===== src/rtl/wdt_window.sv =====
module wdt_window #(
  parameter int WIN_MIN   = 256,
  parameter int TIMEOUT   = 4096,
  parameter int PULSE_LEN = 64
) (
  input  logic clk,
  input  logic por_n,
  input  logic hard_clr,
  input  logic ctl_wr,
  input  logic ctl_wen,
  input  logic boot_rd,
  output logic wd_en,
  output logic boot_warm,
  output logic rst_out_n
);
  localparam int TW = $clog2(TIMEOUT + 1);
  localparam int PW = $clog2(PULSE_LEN + 1);
  localparam logic [TW-1:0] WIN_V = TW'(WIN_MIN);
  localparam logic [TW-1:0] TO_V  = TW'(TIMEOUT);
  localparam logic [PW-1:0] PUL_V = PW'(PULSE_LEN);

  logic [TW-1:0] timer;
  logic [PW-1:0] pcnt;
  logic en_q, boot_q;

  assign rst_out_n = (pcnt == '0);
  assign wd_en     = en_q;
  assign boot_warm = boot_q;

  wire acc_wr = ctl_wr & rst_out_n;
  wire kick   = acc_wr & ctl_wen & en_q;
  wire early  = kick & (timer < WIN_V);
  wire late   = en_q & ~acc_wr & (timer == TO_V);
  wire fault  = early | late;

  always_ff @(posedge clk or negedge por_n) begin
    if (!por_n) begin
      en_q   <= 1'b0;
      boot_q <= 1'b0;
      timer  <= '0;
      pcnt   <= PUL_V;
    end else if (hard_clr) begin
      en_q   <= 1'b0;
      boot_q <= 1'b0;
      timer  <= '0;
      pcnt   <= '0;
    end else if (fault) begin
      en_q   <= 1'b0;
      boot_q <= 1'b1;
      timer  <= '0;
      pcnt   <= PUL_V;
    end else begin
      if (pcnt != '0) pcnt <= pcnt - 1'b1;
      if (acc_wr) begin
        en_q  <= ctl_wen;
        timer <= ctl_wen ? TW'(1) : '0;
      end else if (en_q) begin
        timer <= timer + 1'b1;
      end
      if (boot_rd) boot_q <= 1'b0;
    end
  end


  fault_effect_chk: assert property (@(posedge clk) disable iff (!por_n)
    fault && !hard_clr |=> !rst_out_n && !wd_en && boot_warm);


  kick_ok_chk: assert property (@(posedge clk) disable iff (!por_n)
    kick && !early && !hard_clr |=> rst_out_n && wd_en);


  hard_clr_chk: assert property (@(posedge clk) disable iff (!por_n)
    hard_clr |=> rst_out_n && !wd_en && !boot_warm && timer == '0);


  pulse_disarm_chk: assert property (@(posedge clk) disable iff (!por_n)
    !rst_out_n && !hard_clr |=> !wd_en);


  boot_clear_chk: assert property (@(posedge clk) disable iff (!por_n)
    boot_rd && !fault |=> !boot_warm);


  pulse_start_chk: assert property (@(posedge clk) disable iff (!por_n)
    $fell(rst_out_n) |-> pcnt == PUL_V);
endmodule


===== config.mk =====
export PLATFORM = sky130hd
export DESIGN_NAME = wdt_window
export DESIGN_NICKNAME = d
export VERILOG_FILES = /design/src/rtl/wdt_window.sv
export SDC_FILE = /design/constraint.sdc
export NUM_CORES = 1
export LEC_CHECK = 0
export BUFFER_PORTS_ARGS = -buffer_cell sky130_fd_sc_hd__buf_2
export CAP_MARGIN = 20
export CORE_UTILIZATION = 30
export CTS_BUF_LIST = sky130_fd_sc_hd__clkbuf_8
export DETAILED_ROUTE_END_ITERATION = 10
export GPL_ROUTABILITY_DRIVEN = 0
export GPL_TIMING_DRIVEN = 0
export SYNTH_ARGS = -nofsm -noshare
export SYNTH_HDL_FRONTEND = slang
export SYNTH_SLANG_ARGS = --single-unit

===== constraint.sdc =====
create_clock -name clk -period 1.95 [get_ports clk]
set_input_delay 0.585 -clock clk [delete_from_list [all_inputs] [get_ports clk]]
set_output_delay 0.585 -clock clk [all_outputs]
set_load 0.01 [all_outputs]

==> metrics.yaml <==
synth_async_reset_ratio_pct: 100.0
skew_ns: 0.001916
synth.yosys.warnings: 0
chipWidth_um: 66.19
max_clock_buf_depth: 2
p_int_w: 0.001125
clkPwrFrac_pct: 19.1
route.final.wire_length_um: 2582
dr_total_vias: 984
path_clk_slew_ns: 0.08
syn-cell-area_sq_um: 1236
antenna_found_initial: 0
worst_hold_path_type: "input port to asynchronous set/reset pin"
worstSetupStartpointType: "flop"
slew_headroom_pct: 44.05
pin_count: 9
remaining_drc_errors: 0
routed.top_layer: "met4"
switchingPower_w: 0.0005852
place_inst: 184
stdcell_count: 198
die_height_um: 66.19
core.rowCount: 22
dpl-instance-area_sq_um: 1331
synthesis.nets: 138
place_hpwl_um: 1816
drtIter0Drc: 34
transition_at_the_pin_with_the_smallest_max_transition_slack_ns: 0.8324
cells_after_synthesis: 129
initial_utilization_pct: 32.54
postLayoutCoreUtil_pct: 39.36
floorplan.die_area_sq_um: 4381
cellPowerDensity_nw_per_um2: 1144
synth_cell_type_count: 34
synth-seq-cells: 22
synth_flop_cell: "dfrtp_1"
hold-worst-slack_ns: 0.2846
worst_r2r_startpoint: "pcnt[1]"
fmax_mhz: 513.3
area_growth_pct: 20.95
met3WireLength_um: 79
static-leakage-power_nw: 0.6031
synthesized_area_divided_by_synthesized_cell_count_sq_um: 9.583
insertedDiodeCount: 0
final_hold_vios: 0
largest_net_degree_at_the_start_of_global_routing: 23
crit_type: "flop to output pin"
power.ir.vdd_worst_mv: 0.5785
htreeDepth: 1
core_area_sq_um: 3799
clkLatencyLatePin_ns: 0.26
finalNetCount: 160
track_usage_pct: 14.30
setup_ws_post_layout_ns: 0.001751
synth_area_leaders: "dfrtp_1 43%, xnor2_1 7.1%, nor2_1 5.5%"
post_layout_minimum_cycle_time_ns: 1.948
route.layer.met1.wl_um: 1189
via_count_of_the_first_global_routing_pass: 1078
fraction_of_synthesized_cell_area_taken_by_the_top_area_cell_type_pct: 42.51
netlist.top_cell.by_area: "dfrtp_1"
reg2reg_slack_ns: 0.07
filler_cell_count: 388
cp_data_required_time_ns: 1.36
path_max_fanout: 2
power_frac_seq_pct: 33.8
sw_frac_of_total_pct: 34.23
drive_above_1_share_pct: 24.00
routed-wl-met2_um: 1306
routedWlPerCell_um: 13.04
final_slew_viol_count: 0
drtPass1Iterations: 4
critPathArrivalTime_ns: 1.36
worstSetupEndpointType: "output pin"
setup_violations: 0
dp_worst_setup_slack_ns: -0.1355
timing.max_cap.violations: 0
clkSinkCount: 22
wire_length_of_the_first_global_routing_pass_um: 4802
root_buffer: "clkbuf_8"
port_bufs: 7
seq_area_frac_synth_pct: 44.64
post-route-period-util_pct: 99.91
cp-startpoint: "pcnt[1]"
rsz_0062_raised_after_global_routing: "true"
tritoncts_clock_tree: "yes"
power_frac_comb_pct: 47.1
detail_route.vias_per_cell: 4.970
outcome: "complete, no violations"
drt.antenna.violating_nets: 0
grt_overflow: 0
numCtsBuffers: 3
final_cell_area_sq_um: 1495
count_of_flip_flops_with_a_built_in_enable_after_synthesis: 0
==> kinds of logic (layout without fill, tap and decap cells) <==
| kind of cell | after synthesis | after routing | share of synthesized area [%] |
|---|---|---|---|
| AOI/OAI and AO/OA | 21 | 21 | 12.04 |
| DFF | 22 | 22 | 44.64 |
| buffers and inverters | 11 | 32 | 3.542 |
| muxes | 4 | 4 | 3.643 |
| xor gates and xnor gates | 12 | 12 | 8.502 |
| adders and majority gates | 3 | 3 | 3.037 |
| and+or+nand+nor | 56 | 56 | 24.60 |
==> Yosys cell counts (all sizes together), types with 3 or more instances <==
master,count
a211oi,7
a21oi,5
dfrtp,21
ha,3
inv,8
mux2i,3
nand2,13
nand2b,3
nand4,4
nor2,18
nor4,5
nor4b,3
o21ai,3
xnor2,10
==> power by group through the flow <==
stage | Sequential (W) | Combinational [W] | Clock [W]
after floorplan | 0.000571 | 0.000414 | 0
after global placement | 0.000581 | 0.000512 | 0
after detailed placement | 0.000583 | 0.000537 | 0
after CTS | 0.000577 | 0.000774 | 0.000337
after global routing | 0.000590 | 0.000895 | 0.000357
final | 0.000579 | 0.000805 | 0.000326
==> what timing repair did <==
action                                  CTS  global route
pin swaps                                 1             1
buffers inserted                         10             0
gates resized for setup                   7             3
endpoints found under the setup margin    8            18
hold buffers                              0             0
==> path summary, 6_finish.rpt <==
path,endpoint,cells after the start
max,rst_out_n,6
min,pcnt[2],1
max reg2reg,pcnt[2],11
min reg2reg,boot_warm,2
max in group asynchronous,pcnt[6],1
min in group clk,boot_warm,2
==> layer usage <==
layer  vias to the layer above  global-route usage [%]
met5                         -                       0
met4                         0                   1.596
met3                         2                   3.621
met1                       472                   17.65
met2                        11                   25.64
li1                        499                       -
==> final cells by class <==
cell class              instances  area, sq um  area share, %
repair buffers                 17        116.4          7.782
plain buffers                   3        13.76         0.9205
clock buffers                   4        55.05          3.682
well taps                      48        60.06          4.017
flip-flops and latches         22        551.8          36.90
inverters                       8        30.03          2.008
multi-input cells              96        668.1          44.69
==> cell usage in the layout (no fill, tap or decap), types with 2 or more instances in the layout <==
master / count
xor2_1: 2
a21oi_1: 4
o21ai_0: 2
a211oi_1: 7
clkbuf_8: 4
nor2_1: 18
nand3b_1: 2
ha_1: 2
buf_4: 10
dfrtp_1: 21
inv_2: 3
buf_2: 8
nand3_1: 2
xnor2_1: 10
nand2b_1: 3
o211ai_1: 2
nor4b_1: 2
inv_1: 5
nand4_1: 4
nor3_1: 2
nor4_1: 4
nand2_1: 12
mux2i_1: 2
==> flip-flops by register name, indices dropped and copies added (netlist names) <==
name,flops
boot_warm,1
pcnt,7
timer,13
wd_en,1
==> critical path, stage by stage (launching register included) <==
cell and delay (ns):
dfrtp_1 0.40, inv_2 0.08, ha_4 0.13, nor4b_4 0.23
nand2_2 0.10, inv_2 0.07, buf_6 0.09
==> stage by stage <==
step	total power, W	TNS [ns]
after floorplan	0.0009853	0
after global placement	0.001093	-0.2620
after detailed placement	0.001120	-0.7019
after CTS	0.001689	0
after global routing	0.001842	-0.1591
final	0.001710	0
(Power assumes the default switching activity.)
